### src/rtl/exc_entry_pkg.sv
package exc_entry_pkg;
  localparam int unsigned IDX_W = 3;

  typedef enum logic [IDX_W-1:0] {
    EXC_RESET   = 3'd0,
    EXC_BREAK   = 3'd1,
    EXC_IBUS    = 3'd2,
    EXC_WATCH   = 3'd3,
    EXC_DBUS    = 3'd4,
    EXC_DIVZ    = 3'd5,
    EXC_IRQ     = 3'd6,
    EXC_SYSCALL = 3'd7
  } exc_kind_e;

  typedef enum logic [1:0] {
    CLS_NONE   = 2'd0,
    CLS_NORMAL = 2'd1,
    CLS_DEBUG  = 2'd2
  } exc_class_e;
endpackage

### src/rtl/exc_class_decode.sv
module exc_class_decode
  import exc_entry_pkg::*;
(
  input  logic [IDX_W-1:0] idx,
  output exc_class_e       cls
);
  always_comb begin
    unique case (exc_kind_e'(idx))
      EXC_BREAK, EXC_WATCH:                            cls = CLS_DEBUG;
      EXC_IBUS, EXC_DBUS, EXC_DIVZ, EXC_IRQ, EXC_SYSCALL: cls = CLS_NORMAL;
      default:                                         cls = CLS_NONE;
    endcase
  end
endmodule

### src/rtl/exc_vector_gen.sv
module exc_vector_gen
  import exc_entry_pkg::*;
#(
  parameter int unsigned XLEN       = 32,
  parameter int unsigned SLOT_SHIFT = 5
) (
  input  exc_class_e       cls,
  input  logic             remap_en,
  input  logic [IDX_W-1:0] idx,
  input  logic [XLEN-1:0]  norm_base,
  input  logic [XLEN-1:0]  dbg_base,
  output logic [XLEN-1:0]  vec_pc
);
  localparam int unsigned ALIGN_W = IDX_W + SLOT_SHIFT;

  logic [XLEN-1:0] base_sel;

  always_comb begin
    if (cls == CLS_DEBUG || remap_en) base_sel = dbg_base;
    else                              base_sel = norm_base;
  end

  // The slot offset fits below the alignment boundary, so no adder is needed.
  assign vec_pc = {base_sel[XLEN-1:ALIGN_W], idx, {SLOT_SHIFT{1'b0}}};
endmodule

### src/rtl/exc_state_regs.sv
module exc_state_regs #(
  parameter int unsigned XLEN = 32
) (
  input  logic            clk,
  input  logic            rst,
  input  logic            fire_norm,
  input  logic            fire_dbg,
  input  logic            fire_bad,
  input  logic [XLEN-1:0] cur_pc,
  input  logic [XLEN-1:0] vec_pc,
  input  logic            ie_wr,
  input  logic            ie_wr_val,
  output logic            taken,
  output logic            bad_type,
  output logic [XLEN-1:0] target_pc,
  output logic            gie,
  output logic            gie_sav_exc,
  output logic            gie_sav_dbg,
  output logic [XLEN-1:0] link_exc,
  output logic [XLEN-1:0] link_dbg
);
  logic fire_any;
  assign fire_any = fire_norm | fire_dbg;

  always_ff @(posedge clk) begin
    if (rst) begin
      taken       <= 1'b0;
      bad_type    <= 1'b0;
      target_pc   <= '0;
      gie         <= 1'b0;
      gie_sav_exc <= 1'b0;
      gie_sav_dbg <= 1'b0;
      link_exc    <= '0;
      link_dbg    <= '0;
    end else begin
      taken    <= fire_any;
      bad_type <= fire_bad;
      if (fire_any) begin
        target_pc <= vec_pc;
        gie       <= 1'b0;
        if (fire_norm) begin
          link_exc <= cur_pc;
          if (gie) gie_sav_exc <= 1'b1;
        end
        if (fire_dbg) begin
          link_dbg <= cur_pc;
          if (gie) gie_sav_dbg <= 1'b1;
        end
      end else if (ie_wr) begin
        gie <= ie_wr_val;
      end
    end
  end
endmodule

### src/rtl/exc_entry_ctrl.sv
module exc_entry_ctrl
  import exc_entry_pkg::*;
#(
  parameter int unsigned XLEN       = 32,
  parameter int unsigned SLOT_SHIFT = 5
) (
  input  logic             clk,
  input  logic             rst,
  input  logic             exc_req,
  input  logic [IDX_W-1:0] exc_idx,
  input  logic [XLEN-1:0]  cur_pc,
  input  logic [XLEN-1:0]  norm_base,
  input  logic [XLEN-1:0]  dbg_base,
  input  logic             remap_en,
  input  logic             ie_wr,
  input  logic             ie_wr_val,
  output logic             taken,
  output logic [XLEN-1:0]  target_pc,
  output logic             bad_type,
  output logic             gie,
  output logic             gie_sav_exc,
  output logic             gie_sav_dbg,
  output logic [XLEN-1:0]  link_exc,
  output logic [XLEN-1:0]  link_dbg
);
  exc_class_e      cls;
  logic [XLEN-1:0] vec_pc;
  logic            fire_norm, fire_dbg, fire_bad;

  exc_class_decode u_decode (
    .idx (exc_idx),
    .cls (cls)
  );

  exc_vector_gen #(.XLEN(XLEN), .SLOT_SHIFT(SLOT_SHIFT)) u_vector (
    .cls       (cls),
    .remap_en  (remap_en),
    .idx       (exc_idx),
    .norm_base (norm_base),
    .dbg_base  (dbg_base),
    .vec_pc    (vec_pc)
  );

  assign fire_norm = exc_req && (cls == CLS_NORMAL);
  assign fire_dbg  = exc_req && (cls == CLS_DEBUG);
  assign fire_bad  = exc_req && (cls == CLS_NONE);

  exc_state_regs #(.XLEN(XLEN)) u_state (
    .clk         (clk),
    .rst         (rst),
    .fire_norm   (fire_norm),
    .fire_dbg    (fire_dbg),
    .fire_bad    (fire_bad),
    .cur_pc      (cur_pc),
    .vec_pc      (vec_pc),
    .ie_wr       (ie_wr),
    .ie_wr_val   (ie_wr_val),
    .taken       (taken),
    .bad_type    (bad_type),
    .target_pc   (target_pc),
    .gie         (gie),
    .gie_sav_exc (gie_sav_exc),
    .gie_sav_dbg (gie_sav_dbg),
    .link_exc    (link_exc),
    .link_dbg    (link_dbg)
  );
endmodule

### config.mk
export PLATFORM = sky130hd
export DESIGN_NAME = exc_entry_ctrl
export DESIGN_NICKNAME = d
export VERILOG_FILES = /design/src/rtl/exc_entry_pkg.sv /design/src/rtl/exc_class_decode.sv /design/src/rtl/exc_vector_gen.sv /design/src/rtl/exc_state_regs.sv /design/src/rtl/exc_entry_ctrl.sv
export SDC_FILE = /design/constraint.sdc
export NUM_CORES = 1
export LEC_CHECK = 0
export BUFFER_PORTS_ARGS = -buffer_cell sky130_fd_sc_hd__buf_2
export CAP_MARGIN = 20
export CORE_MARGIN = 3
export CORE_UTILIZATION = 39
export DETAILED_ROUTE_END_ITERATION = 10
export MAX_ROUTING_LAYER = met4
export PLACE_DENSITY = 0.76
export SYNTH_ARGS = -nofsm -noshare
export SYNTH_HDL_FRONTEND = slang
export SYNTH_SLANG_ARGS = --single-unit
### constraint.sdc
create_clock -name clk -period 1.2 [get_ports clk]
set_clock_uncertainty 0.05 [all_clocks]
set_input_delay 0.24 -clock clk [delete_from_list [all_inputs] [get_ports clk]]
set_output_delay 0.24 -clock clk [all_outputs]
set_load 0.03 [all_outputs]
* Word level (Yosys, flattened, before mapping)
Cells that the tools add are included.
Widths: inputs -> output; s select.
** Word-level totals
- Register bits :: 96
- Latch bits :: 0
- Memory bits (writable) :: 0
- Memory bits (read-only) :: 0
- Input port bits :: 105
- Logic and storage cells :: 32
- Memories kept :: 0
** Cells by class
- Add/sub/neg operators :: 0
- Multiply operators :: 0
- Div/mod/pow operators :: 0
- $lt $le $gt $ge :: 0
- Eq/ne operators :: 9
- Shifts and indexed selects :: 0
- Muxes and demuxes :: 2
- Bitwise gates (word level) :: 1
- Reductions and logical operators :: 12
** Operators by type and width (count)
- $mux 32 :: 1
- $eq 3x3->1 const B :: 4
- $eq 3x2->1 const B :: 2
- $reduce_and 3->1 :: 2
- $reduce_or 5->1 :: 1
- $pmux 2 s2 :: 1
- $reduce_and 2->1 :: 2
- $reduce_or 2->1 :: 2
- $eq 3x1->1 const B :: 1
- $logic_and 1x1->1 :: 3
- $eq 2x1->1 const B :: 1
- $eq 2x2->1 const B :: 1
- $logic_not 2->1 :: 1
- $logic_or 1x1->1 :: 1
- $or 1x1->1 :: 1

* Logic depth before layout (Yosys ltp)
- Depth in word-level cells :: 7
- Depth in mapped cells :: 6

* Modules after synthesis
From an unflattened synthesis, not the netlist that was laid out.
** Unflattened totals
- Cells, all modules :: 410
- Area total of the unflattened synthesis :: 4189.0 µm²
** Modules (own cells, without submodules)
- exc_state_regs :: times used 1, cells each 367, area an instance 3767.4 µm², sequential area each 2021.9 µm²
- exc_vector_gen :: times used 1, cells each 37, area an instance 376.6 µm², sequential area each 0.0 µm²
- exc_entry_ctrl :: times used 1, cells each 3, area an instance 30.0 µm², sequential area each 0.0 µm²
- exc_class_decode :: times used 1, cells each 3, area an instance 15.0 µm², sequential area each 0.0 µm²

* Worst setup path before layout
OpenSTA, ideal clock, no wires.
- Path type :: in2reg
- Start point :: in exc_idx[0]
- End point :: reg u_state.target_pc[19]
- Library setup time :: 0.074 ns
- Arrival time :: 1.165 ns
- Required time :: 1.076 ns
- Path slack :: -0.089 ns
- Stages on the path :: 5
- Cell sequence :: or3_4 a21oi_4 buf_6 nand2_1 o21ai_0
** Between the ends
- Word-level cells in the longest chain between the ends :: 6
** Ends and longest elaborated chain
- start: declaration :: line exc_entry_ctrl.sv:10 : input logic [IDX_W-1:0] exc_idx,
- $eq 3x2->1, or another cell as far along :: line exc_class_decode.sv:8 : unique case (exc_kind_e'(idx))
- $reduce_or 5->1 / $reduce_or 2->1 (equally long branches) :: line exc_class_decode.sv:8
- $pmux 2 s2 * :: line exc_class_decode.sv:8
- $eq 2x2->1 / $eq 2x1->1 (equally long branches) :: line exc_vector_gen.sv:19, exc_entry_ctrl.sv:45, exc_entry_ctrl.sv:44
- $logic_or 1x1->1, or another cell as far along :: line exc_vector_gen.sv:19 : if (cls == CLS_DEBUG || remap_en) base_sel = dbg_base;
- $mux 32 / $or 1x1->1 (equally long branches) :: line exc_vector_gen.sv:19, exc_state_regs.sv:23
- end signal: assignment :: line exc_state_regs.sv:39 : target_pc <= vec_pc;
- end: declaration :: line exc_state_regs.sv:15 : output logic [XLEN-1:0] target_pc,
Mark *: on every way between the ends. The rest lies on a longest branch, timed or not.
A chain may end at the register's enable or synchronous reset.

* Final worst setup path
- Start point :: reg u_state.link_exc[12]
- End point :: out link_exc[12]
** RTL lines
- start: declaration :: line exc_state_regs.sv:19 : output logic [XLEN-1:0] link_exc,
- start signal: assignment :: line exc_state_regs.sv:42 : link_exc <= cur_pc;
- end: declaration :: line exc_entry_ctrl.sv:23 : output logic [XLEN-1:0] link_exc,
No word-level cell between the ends.

==> results by group <==
Yosys
  – Area fraction of the dominant cell type after synthesis: 54.78%
  – Share of synthesized flip-flops with an asynchronous set or reset: 0%
  – Proportion of synthesized chip area in sequential cells: 54.78%
  – Commonest cells in the netlist: 153 x nand2_1, 96 x dfxtp_1, 66 x a21oi_1, 25 x mux2i_1, 15 x o21ai_0
  – Distinct cell type count after synthesis: 26
  – Cell types with the largest area share after synthesis: dfxtp_1 55%, nand2_1 16%, a21oi_1 9.4%, mux2i_1 7.1%, o21ai_0 2.1%
  – Post-synth EDFFs: 0
  – Syn Area/Cell: 8.474 um^2
  – Yosys warning count: 0
  – Post-synthesis cell area: 0.003508 mm^2
  – Synth Flop Type: dfxtp_1
  – Adder-Cell Fraction of Synth Area: 0%
  – Main combinational cell family by area after synthesis: simple AND/OR/NAND/NOR gates
  – Count leader, synth: nand2_1
  – Flip-flop and latch count after synthesis: 96
  – Gate Count Post-Synth: 414
  – Post-synthesis cell type with the largest combined area: dfxtp_1
  – Share of the synthesized area in compound gates (AO/OA/AOI/OAI): 14.41%
  – Multiplexer area fraction after synthesis: 7.133%
  – Simple-gate share of the synthesized area: 18.44%
  – Xor/xnor share of the synthesized area: 0%

Clocking
  – Clock latency on the worst-skew pair: 340 ps
  – Clock buffers created by TritonCTS: 9
  – CTS tree: built
  – Clock transition at the registers of the reported paths: 90 ps
  – Clock sink count: 96
  – Maximum count of clock buffers along a single path: 2
  – CTS HTree Levels: 3
  – Root buffer cell: clkbuf_8

Setup path
  – CP Capture Type: output port
  – Req. time, crit path: 910 ps
  – Cells on worst reg2reg path: 2
  – Crit-path max FO: 2
  – Worst path buffer plus inverter count: 1
  – Cell-by-cell trace of the critical path: clkbuf_4
  – Critical-path top delay cell: dfxtp_1
  – FF-to-FF setup slack: 500 ps
  – Critical register-to-register path endpoint: u_state.gie
  – Arrival time of the worst setup path: 910 ps
  – Type of the worst setup path: reg2out
  – Top cell family by delay on the critical path: flip-flops
  – Reg-to-Reg Start: u_state.gie
  – Startpoint Class: flip-flop
  – Slowest Stage Delay on Critical Path: 360 ps

Outcome
  – Status: finished clean

Placement
  – Routability congestion estimate: 0.8005
  – Count of port buffers added during placement: 184
  – Detailed placement HPWL: 7177 um
  – Cell total after placement: 692

Power and ir drop
  – Max IR drop VDD: 0.7980 mV
  – Tot Pwr: 6.570 mW
  – Logic gate share of total power: 19.1%
  – Sequential power share: 52.2%
  – Fraction of power consumed by the clock network: 28.7%
  – Static leakage: 2.302 nW
  – Power density over the cells: 1304 mW/mm^2
  – P_int: 4.647 mW
  – Switching component of the power: 1.923 mW
  – Proportion of total power due to net switching: 29.27%

Routing
  – Initial DRT Pass Iterations: 4
  – DRC marker count from the first detailed-route iteration: 119
  – Avg Vias per Cell: 4.900
  – Post-route DRC violation count: 0
  – Total Wirelength: 9962 um
  – Total via count after detailed routing: 3464
  – Antenna violation net count after detailed routing: 0
  – Mean routed wirelength per cell: 14.09 um

Layout
  – Number of antenna diodes: 0
  – Layout cell share with drive strength beyond 1: 38.37%
  – Final Core Density: 59.53%
  – Number of filler cells placed in the layout: 729
  – Non-filler cells, final: 707
  – NumNets Final: 703
  – Synth-to-Final Area Change: 43.62%
  – Total area of multi-input combinational cells: 0.001425 mm^2
  – Register area: 0.001934 mm^2

STA
  – Period Utilization, post-route: 99.68%
  – Clock period minus final worst setup slack: 1196 ps
  – Final Hold Viols: 0
  – Max Freq: 0.8360 GHz
  – Fin Hold WS: 84.53 ps
  – Max-slew violation count: 0
  – Total of endpoints with negative setup slack in the final report: 0

Floorplan
  – I/O Pins: 206
  – Initial Util: 41.45%
  – Horizontal die dimension: 100.8 um
  – Row count: 33
  – Core box area: 0.008464 mm^2
  – Vertical die dimension: 100.8 um
  – Full die area: 0.01017 mm^2

GRT
  – Aggregate global routing overflow: 0
  – Largest net degree at the start of global routing: 46
  – GRT Total Usage: 19.15%
  – Via count of the first global-routing pass: 3383
  – Initial antenna violation count: 0
  – Wire length of the first global-routing pass: 15260 um

Worst hold path
  – Min-Delay Path Depth: 3
  – Kind of path behind the tightest hold check: in2reg
  – Hold EP: u_state.link_dbg[30]
  – Min-Delay Startpoint: cur_pc[30]

Run
  – Max-Cap Viols: 0
-- per-layer routing --
metal	GRT usage, %	share of wire (%)	vias up
met1	21.54	40	1595
met5	-	0	-
met4	5.907	1.1	0
met3	5.329	10	12
li1	-	-	1709
met2	32.91	49	148
-- logic make-up (layout without fill, tap and decap cells) --
logic type | count (synthesis) | after routing
buffers and inverters | 33 | 217
other | 1 | 5
AND/OR/NAND/NOR | 163 | 163
flip-flops | 96 | 96
AO/OA/AOI/OAI | 96 | 96
multiplexers | 25 | 25
-- power by group through the flow --
stage / registers [mW] / logic (mW) / clock network (mW)
after CTS: 3.42 / 1.19 / 1.94
after floorplan: 3.81 / 0.397 / 0
final: 3.43 / 1.25 / 1.89
after detailed placement: 3.49 / 1.18 / 0
after global placement: 3.49 / 1.16 / 0
after global routing: 3.45 / 1.35 / 2.08
-- area by class of cell --
class	instances	share of cell area (%)
Clock inverter	5	0.6456
Tap cell	105	2.607
Inverter	1	0.07450
Multi-Input combinational cell	289	28.28
Timing Repair Buffer	201	27.27
Clock buffer	10	2.732
Sequential cell	96	38.39
-- layout by cell type, fill, tap and decap left out --
cell      instances
buf_4            81
or3_4             1
buf_12            7
buf_6             4
dfxtp_2          10
a21oi_1          66
nor3b_1           1
nand2_1         153
mux2i_1          25
o21ai_1          20
nor2b_2           1
clkinv_4          1
dfxtp_1          86
conb_1            5
inv_6             1
clkinv_2          3
inv_1             1
o21ai_2           1
o21a_1            1
a22o_1            3
buf_2            95
nand3b_1          1
o21ai_0           4
nor2_4            1
and2_1            1
a21oi_4           1
nor2b_1           2
clkbuf_8         10
clkbuf_4         14
nor2_1            2
-- how the worst max path moves through the flow --
stage	start	end	slack [ps]	depth (start not counted)
after floorplan	exc_idx[2]	u_state.target_pc[11]	-70	5
after global placement	exc_idx[2]	u_state.target_pc[13]	-190	6
after detailed placement	exc_idx[0]	u_state.target_pc[19]	-230	6
after CTS	u_state.link_exc[17]	link_exc[17]	0.5	1
after global routing	u_state.link_exc[12]	link_exc[12]	-50	1
final	u_state.link_exc[12]	link_exc[12]	4	1
-- stage by stage --
step | area (um^2) | worst slack (ps) | setup TNS (ps)
after detailed placement | 4618 | -229.7 | -14570
after CTS | 4832 | 0.4602 | 0
final | 5039 | 3.795 | 0
after global placement | 4618 | -185.4 | -10190
after global routing | 5039 | -53.75 | -79.51
after floorplan | 3532 | -66.53 | -1424
-- state kept, by name, summed over array words and instances, names as in the netlist --
signal	count
u_state.bad_type	1
u_state.gie	1
u_state.gie_sav_dbg	1
u_state.gie_sav_exc	1
u_state.link_dbg	32
u_state.link_exc	32
u_state.taken	1
u_state.target_pc	27
-- worst reg2reg max path: stages, from the launching register on --
cell	delay (ps)
dfxtp_2	350
mux2i_1	130
nor2b_1	70
-- what timing repair did --
item | 4_1_cts | 5_1_grt
setup endpoints to repair | 17 | 78
cloned | 0 | 0
resized for setup | 18 | 143
buffers inserted | 0 | 0
hold buffers | 0 | 0
Power figures use the tool's default switching activity.
